**config.mk**
```make
export PLATFORM = sky130hd
export DESIGN_NAME = trng_sampler
export DESIGN_NICKNAME = d
export VERILOG_FILES = /design/src/rtl/trng_pkg.sv /design/src/rtl/trng_lfsr_src.sv /design/src/rtl/trng_collect.sv /design/src/rtl/trng_sampler.sv
export SDC_FILE = /design/constraint.sdc
export NUM_CORES = 1
export LEC_CHECK = 0
export ABC_CLOCK_PERIOD_IN_PS = 6900
export BUFFER_PORTS_ARGS = -buffer_cell sky130_fd_sc_hd__buf_2
export CORE_MARGIN = 2
export CORE_UTILIZATION = 35
export CTS_BUF_LIST = sky130_fd_sc_hd__clkbuf_8
export DETAILED_ROUTE_END_ITERATION = 7
export GPL_ROUTABILITY_DRIVEN = 0
export PLACE_DENSITY = 0.62
export SYNTH_ARGS = -nofsm -noshare
export SYNTH_HDL_FRONTEND = slang
export SYNTH_SLANG_ARGS = --single-unit
export TNS_END_PERCENT = 10
```
**constraint.sdc**
```tcl
create_clock -name clk -period 6.9 [get_ports clk]
set_input_delay 1.725 -clock clk [delete_from_list [all_inputs] [get_ports clk]]
set_output_delay 1.725 -clock clk [all_outputs]
set_load 0.02 [all_outputs]
```
**src/rtl/trng_pkg.sv**
```systemverilog
package trng_pkg;
   typedef logic [15:0] ctl_half_t;

   function automatic logic [31:0] lfsr_next(input logic [31:0] cur, input logic [31:0] taps);
      return {1'b0, cur[31:1]} ^ (cur[0] ? taps : 32'h0);
   endfunction
endpackage

```
**src/rtl/trng_lfsr_src.sv**
```systemverilog
module trng_lfsr_src #(
   parameter int          W    = 32,
   parameter logic [31:0] SEED = 32'hACE1_2357,
   parameter logic [31:0] TAPS = 32'h8020_0003
) (
   input  logic clk,
   input  logic rst_n,
   input  logic enable,
   output logic src_bit,
   output logic src_vld
);
   import trng_pkg::*;

   if (W != 32) begin : g_bad_width
      $error("trng_lfsr_src: only a 32-bit register is supported");
   end

   logic [31:0] lfsr_q;

   always_ff @(posedge clk) begin
      if (!rst_n) lfsr_q <= SEED;
      else        lfsr_q <= lfsr_next(lfsr_q, TAPS);
   end

   assign src_bit = lfsr_q[0];
   assign src_vld = enable;
endmodule

```
**src/rtl/trng_collect.sv**
```systemverilog
module trng_collect #(
   parameter int PER_W     = 32,
   parameter int LEN_UNIT  = 64,
   parameter int LEN_SEL_W = 2,
   localparam int MAX_BITS = LEN_UNIT << LEN_SEL_W,
   localparam int NB_W     = $clog2(MAX_BITS + 1),
   localparam int IDX_W    = $clog2(MAX_BITS)
) (
   input  logic                 clk,
   input  logic                 rst_n,
   input  logic                 start_req,
   input  logic                 stop_req,
   input  logic                 enable,
   input  logic                 src_bit,
   input  logic                 src_vld,
   input  logic [PER_W-1:0]     period,
   input  logic [LEN_SEL_W-1:0] len_sel,
   output logic                 running,
   output logic [MAX_BITS-1:0]  data
);
   logic [PER_W-1:0]    cnt_q;
   logic [NB_W-1:0]     nb_q;
   logic [NB_W-1:0]     len_bits;
   logic [PER_W-1:0]    eff_per;
   logic                tick;
   logic                last;
   logic                capture;

   assign len_bits = NB_W'((int'(len_sel) + 1) * LEN_UNIT);
   assign eff_per  = (period == '0) ? PER_W'(1) : period;
   assign tick     = ({1'b0, cnt_q} + 1'b1) >= {1'b0, eff_per};
   assign last     = (nb_q + 1'b1) >= len_bits;
   assign capture  = running && enable && src_vld && tick && !start_req && !stop_req;

   always_ff @(posedge clk) begin
      if (!rst_n) begin
         running <= 1'b0;
         cnt_q   <= '0;
         nb_q    <= '0;
         data    <= '0;
      end else if (start_req) begin
         running <= 1'b1;
         cnt_q   <= '0;
         nb_q    <= '0;
         data    <= '0;
      end else if (stop_req) begin
         running <= 1'b0;
      end else if (running && enable && src_vld) begin
         if (tick) begin
            data[nb_q[IDX_W-1:0]] <= src_bit;
            nb_q  <= nb_q + 1'b1;
            cnt_q <= '0;
            if (last) running <= 1'b0;
         end else begin
            cnt_q <= cnt_q + 1'b1;
         end
      end
   end

   // a run never survives without ENABLE
   p_run_needs_en_r2: assert property (@(posedge clk) disable iff (!rst_n)
      running |-> enable);

   // an accepted start begins from bit zero
   p_restart_r9: assert property (@(posedge clk) disable iff (!rst_n)
      start_req |=> (running && nb_q == '0 && cnt_q == '0));

   // capturing the last bit ends the run
   p_done_r4: assert property (@(posedge clk) disable iff (!rst_n)
      (capture && last) |=> !running);

   // idle data is left alone
   p_data_hold_r7: assert property (@(posedge clk) disable iff (!rst_n)
      (!running && !start_req) |=> $stable(data));
endmodule

```
**src/rtl/trng_sampler.sv**
```systemverilog
module trng_sampler #(
   parameter int          ADDR_W    = 12,
   parameter int          PER_W     = 32,
   parameter int          DEF_PER   = 1000,
   parameter int          LEN_UNIT  = 64,
   parameter int          LEN_SEL_W = 2,
   parameter int          CTL_OFS   = 'h400,
   parameter int          PER_OFS   = 'h404,
   parameter int          DATA_OFS  = 'h410,
   parameter logic [31:0] SEED      = 32'hACE1_2357,
   parameter logic [31:0] TAPS      = 32'h8020_0003
) (
   input  logic              clk,
   input  logic              rst_n,
   input  logic              bus_wr,
   input  logic [ADDR_W-1:0] bus_addr,
   input  logic [31:0]       bus_wdata,
   output logic [31:0]       bus_rdata
);
   import trng_pkg::*;

   localparam int MAX_BITS = LEN_UNIT << LEN_SEL_W;
   localparam int WORDS    = MAX_BITS / 32;
   localparam int LEN_LSB  = 4;

   if (LEN_UNIT % 32 != 0) begin : g_bad_unit
      $error("trng_sampler: LEN_UNIT must be a multiple of 32");
   end
   if (LEN_LSB + LEN_SEL_W > 16) begin : g_bad_len
      $error("trng_sampler: length field does not fit the control half");
   end
   if (PER_W > 32) begin : g_bad_per
      $error("trng_sampler: period wider than the bus");
   end

   logic [15:1]         ctl_q;
   logic [PER_W-1:0]    per_q;
   logic                running;
   logic [MAX_BITS-1:0] data;
   logic                src_bit, src_vld;
   ctl_half_t           mask, cur, nxt;
   logic                ctl_wr, per_wr, start_req, stop_req;
   logic [31:0]         words [WORDS];

   assign ctl_wr    = bus_wr && (bus_addr == ADDR_W'(CTL_OFS));
   assign per_wr    = bus_wr && (bus_addr == ADDR_W'(PER_OFS));
   assign mask      = bus_wdata[31:16];
   assign cur       = {ctl_q, running};
   assign nxt       = (cur & ~mask) | (bus_wdata[15:0] & mask);
   assign start_req = ctl_wr && mask[0] && bus_wdata[0] && nxt[1];
   assign stop_req  = ctl_wr && !start_req && (!nxt[1] || (mask[0] && !bus_wdata[0]));

   always_ff @(posedge clk) begin
      if (!rst_n) begin
         ctl_q <= '0;
         per_q <= PER_W'(DEF_PER);
      end else begin
         if (ctl_wr) ctl_q <= nxt[15:1];
         if (per_wr) per_q <= bus_wdata[PER_W-1:0];
      end
   end

   trng_lfsr_src #(.W(32), .SEED(SEED), .TAPS(TAPS)) u_src (
      .clk     (clk),
      .rst_n   (rst_n),
      .enable  (ctl_q[1]),
      .src_bit (src_bit),
      .src_vld (src_vld)
   );

   trng_collect #(.PER_W(PER_W), .LEN_UNIT(LEN_UNIT), .LEN_SEL_W(LEN_SEL_W)) u_collect (
      .clk       (clk),
      .rst_n     (rst_n),
      .start_req (start_req),
      .stop_req  (stop_req),
      .enable    (ctl_q[1]),
      .src_bit   (src_bit),
      .src_vld   (src_vld),
      .period    (per_q),
      .len_sel   (ctl_q[LEN_LSB +: LEN_SEL_W]),
      .running   (running),
      .data      (data)
   );

   for (genvar w = 0; w < WORDS; w++) begin : g_word
      assign words[w] = data[w*32 +: 32];
   end

   always_comb begin
      bus_rdata = '0;
      if (bus_addr == ADDR_W'(CTL_OFS)) bus_rdata = {16'h0, ctl_q, running};
      else if (bus_addr == ADDR_W'(PER_OFS)) bus_rdata = 32'(per_q);
      for (int w = 0; w < WORDS; w++) begin
         if (bus_addr == ADDR_W'(DATA_OFS + 4 * w)) bus_rdata = words[w];
      end
   end

   // a write with an empty mask leaves the stored control bits alone
   p_mask_hold_r1: assert property (@(posedge clk) disable iff (!rst_n)
      (ctl_wr && mask == '0) |=> $stable(ctl_q));

   // writes elsewhere never touch the control bits
   p_ro_ignored_r10: assert property (@(posedge clk) disable iff (!rst_n)
      (bus_wr && !ctl_wr) |=> $stable(ctl_q));
endmodule

```
# Word-level counts from Yosys, hierarchy flattened
# Cells that the tools add are included.
# totals
ff_bits	377
input_bits	47
output_inout_bits	32
elab_cells	76
# classes
add_sub_neg	4
magnitude_cmp	4
eq_ne	10
n_mux	21
bitwise	7
n_reduce_logical	23
# ops
operator	n
32-bit two-way mux	13
256-bit bitwise mux	1
12-bit by 11-bit equality test with 1-bit output, second input constant	10
32-bit by 1-bit adder with 33-bit output, second input constant	1
33-bit by 32-bit greater-or-equal comparator with 1-bit output	1
32-bit by 1-bit adder with 32-bit output, second input constant	1
16-bit bitwise AND	2
32-bit logical NOT	1
31-bit by 32-bit bitwise XOR with 32-bit output	1
16-bit NOT	1
16-bit bitwise OR	1
1-bit logical AND	11
9-bit by 1-bit adder with 9-bit output, second input constant	1
9-bit greater-or-equal comparator	1
8-bit by 9-bit less-than comparator with 1-bit output, second input constant	1
3-bit nonzero test	3
1-bit demux with 8-bit select	1
8-bit by 1-bit greater-or-equal comparator with 1-bit output, second input constant	1
1-bit two-way mux	6
3-bit AND reduction	2
2-bit by 1-bit adder with 3-bit output, second input constant	1
1-bit logical NOT	3
1-bit NOT	2
2-bit AND reduction	1
other kinds (2)	2

# Depth between registers and ports, before layout
# logic_depth
ltp_word	11
ltp_mapped	17
mapped_depth_nobuf	14

# Modules after synthesis
# A second synthesis with hierarchy kept.
# unflattened
cells_unflattened	2732
hier_area_um2	21378.0
# by_module_without_submodules
module	instances	cells_each	area_each_um2	seq_area_each_um2
trng_collect	1	2025	15770.1	5965.7
trng_sampler	1	636	4725.8	940.9
trng_lfsr_src	1	71	882.1	640.6

# Worst setup path before layout
# OpenSTA, ideal clock, no wires.
# synth_path
kind	input to output
from	input port bus_addr[11]
to	output port bus_rdata[10]
arrival_ns	3.724
required_ns	5.175
setup_slack_ns	1.451
path_stages	6
n_path_buf	1
path_cell_list	nor4b_2 > nand2_1 > nor4_1 > buf_2 > a221oi_1 > a21oi_1
# synth_via
elab_chain_cells	11
elab_cells_between_ends	20
classes_between	eq/ne: 10; mux: 10
# synth_rtl
element	line_no	text
from (decl)	trng_sampler.sv:16	input logic [ADDR_W-1:0] bus_addr,
12-bit by 11-bit equality test with 1-bit output	trng_sampler.sv:92	else if (bus_addr == ADDR_W'(PER_OFS)) bus_rdata = 32'(per_q);
32-bit two-way mux	trng_sampler.sv:92	
32-bit two-way mux	trng_sampler.sv:91	if (bus_addr == ADDR_W'(CTL_OFS)) bus_rdata = {16'h0, ctl_q, running};
32-bit two-way mux (7 in series)	trng_sampler.sv:94	if (bus_addr == ADDR_W'(DATA_OFS + 4 * w)) bus_rdata = words[w];
32-bit two-way mux (*)	trng_sampler.sv:94	
to (decl)	trng_sampler.sv:18	output logic [31:0] bus_rdata
# Every way passes the cells marked *; elsewhere a longest branch is shown, timed or not.

# Worst setup path after layout
# layout_path
from	input port bus_addr[11]
to	output port bus_rdata[0]
# The elaborated chain is that of the path after synthesis.

==> flow_metrics.py <==
metrics = {
    "global_route": {
        "grt_pass1_wl_um": 106000,
        "first_global_vias": 17500,
        "grt_usage": 0.228,
        "antenna_found_initial": 0,
        "grt_max_degree": 216,
        "overflow": 0,
    },
    "power": {
        "p_total_uw": 5020,
        "p_leak_uw": 0.00728,
        "swShare": 0.316,
        "comb_power_share": 0.135,
        "power_switching_uw": 1590,
        "clkPwrFrac": 0.425,
        "power.density_nw_per_um2": 227,
        "ir_worst_vdd_mv": 0.372,
        "pwr-share-seq": 0.440,
        "intPower_uw": 3440,
    },
    "synth": {
        "synthSimpleGateAreaFrac": 0.236,
        "syn_avg_cell_area_um2": 8.70,
        "syn-cell-area_um2": 20000,
        "syn_nets": 2384,
        "synth_compound_area_frac": 0.151,
        "synth_edf_count": 0,
        "async_flop_share": 0,
        "synth.distinct_cells": 67,
        "synthAdderAreaFrac": 0.0263,
        "synthXorXnorAreaFrac": 0.0176,
        "syn_inst": 2295,
        "synth_top_family_by_area": "simple AND/OR/NAND/NOR gates",
        "muxShareOfSynthArea": 0.134,
        "synth-seq-cells": 377,
        "synth_flop_cell": "dfxtp_1",
        "yosysSeqAreaShare": 0.378,
        "ys.warnings.count": 0,
    },
    "setup_path": {
        "path_cells": "buf_2 -> nor4b_2 -> nand2_1 -> nor4_4 -> buf_4 -> a221oi_1 -> and3_1 -> a21oi_1 -> buf_2",
        "worst_path_max_delay_cell": "nor4b_2",
        "cp_slowest_stage_delay_ns": 0.57,
        "path_class": "in2out",
        "cp_max_fo": 12,
        "worstPathArrival_ns": 4.62,
        "crit_top_cell": "buf_2",
        "crit_path_end_kind": "output port",
        "start_kind": "input pin",
        "cp.required_ns": 5.18,
    },
    "clock_network": {
        "clockRootBuffer": "clkbuf_8",
        "clock_sinks": 377,
        "cts_htree_levels": 3,
        "ctsResizeCount": 0,
        "cts_tree": "done",
        "cts_setup_buffers": 0,
        "cts.clk_slew.worst_paths_ns": 0.05,
        "cts_inserted_buffers": 68,
        "cts_buffer_depth": 3,
        "clock_latency_ns": 0.68,
        "cts_hold_buf": 0,
    },
    "routing": {
        "drt_iter0_drc": 2061,
        "ant_nets": 0,
        "drc": 0,
        "dr.pass1.iters": 6,
        "num_vias": 18500,
        "detail_route.wirelength_um": 69500,
        "avgRoutedWirePerCell_um": 22.7,
        "via_per_inst": 6.05,
    },
    "floorplanning": {
        "die_area_um2": 59000,
        "initial_core_util": 0.354,
        "io_pins": 79,
        "die_w_um": 243,
        "rows": 87,
        "die_y_um": 243,
        "core_um2": 56400,
    },
    "placed_design": {
        "dp_hpwl_um": 44400,
        "dp.cells": 2944,
        "place_area_um2": 20800,
        "port_buffers": 78,
    },
    "sta": {
        "relSlewSlack": 0.0867,
        "hold_viol_final": 0,
        "fmaxAchievable_mhz": 157,
        "finalSetupViolCount": 0,
        "maxSlewViolCount": 0,
        "min_period_over_period": 0.920,
        "finalSetupTns_ns": 0,
        "fin_skew_ns": 0.0350,
        "worstMarginPinSlew_ns": 1.37,
        "fin_crit_ns": 6.35,
        "rsz0062_at_grt": "false",
    },
    "status": {
        "status": "complete, no violations",
    },
    "finish": {
        "stdcell_area_um2": 22100,
        "postLayoutCoreUtil": 0.392,
        "antenna_cells": 0,
        "drive_above_1_share": 0.156,
        "stdcell_count": 3060,
        "layout.nets": 2347,
        "area_delta_synth_final_pct": 10.6,
        "final_common_cell": "nand2_1",
        "final_cell_mix": "nand2_1, dfxtp_1, mux2i_1",
    },
    "worst_hold_path": {
        "min_path_type": "reg2reg",
    },
    "job": {
        "drv_cap": 0,
    },
}
==> power by group through the flow <==
stage | clock (uW) | sequential [uW] | combinational (uW)
finish | 2130 | 2210 | 679
global placement | 0 | 2260 | 662
floorplan | 0 | 2250 | 545
detailed placement | 0 | 2260 | 670
CTS | 2170 | 2210 | 669
global route | 2270 | 2210 | 713
==> through the flow <==
step | hold WS [ns] | setup slack (ns)
2_1_floorplan | 0.386 | 1.45
3_3_place_gp | 0.390 | 0.695
3_5_place_dp | 0.391 | 0.649
4_1_cts | 0.408 | 0.638
5_1_grt | 0.416 | 0.464
6_report | 0.405 | 0.550
==> worst paths after layout <==
check	from	end	slack [ns]	depth (start not counted)
min reg2reg	u_src.lfsr_q[28]	u_src.lfsr_q[27]	0.41	1
max	bus_addr[11]	bus_rdata[0]	0.55	9
min	u_src.lfsr_q[28]	u_src.lfsr_q[27]	0.41	1
max reg2reg	u_collect.cnt_q[0]	u_collect.data[211]	1.38	15
==> routing by layer <==
layer / share of wire / up-vias / GRT usage
met5: 0 / - / 0
met4: 0.034 / 0 / 0.0913
met3: 0.11 / 164 / 0.0576
met2: 0.43 / 983 / 0.338
met1: 0.43 / 9033 / 0.316
li1: - / 8321 / -
==> cell usage after synthesis (all sizes together), types with 42 or more instances <==
library cell	count	area share
buf	65	0.018
clkbuf	159	0.030
o31ai	44	0.017
a21oi	130	0.033
nand3	82	0.021
ha	42	0.026
nor4	179	0.079
mux2i	185	0.093
dfxtp	377	0.38
inv	42	0.0079
nand2	383	0.072
o211ai	52	0.020
o21ai	135	0.034
==> kinds of logic after synthesis <==
| family | Yosys count |
|---|---|
| AND/OR/NAND/NOR | 855 |
| buffers and inverters | 267 |
| flip-flops | 377 |
| XOR/XNOR | 40 |
| AO/OA/AOI/OAI | 475 |
| adder cells (fa/ha/maj) | 42 |
| multiplexers | 239 |
==> registers in the layout, indices dropped and copies added, names as in the netlist, named ones only <==
register and cells:
u_collect.data 256, per_q 32, u_collect.cnt_q 32, u_src.lfsr_q 32
u_collect.nb_q 9, ctl_q 1, u_collect.running 1
==> worst max-delay path, delay by kind of cell <==
family,cells,cell delay [ns]
simple gates,4,1.62
compound gates,2,0.57
buf+inv,3,0.70
==> cell type report <==
class / instances / area (um^2)
Clock buffer: 79 / 1090
Fill cell: 5649 / 34300
Multi-Input combinational cell: 1651 / 11300
Tap cell: 756 / 946
Inverter: 43 / 161
Sequential cell: 377 / 7550
Clock inverter: 37 / 235
Timing Repair Buffer: 117 / 751
Note: power is estimated with default switching activity, not from simulation.
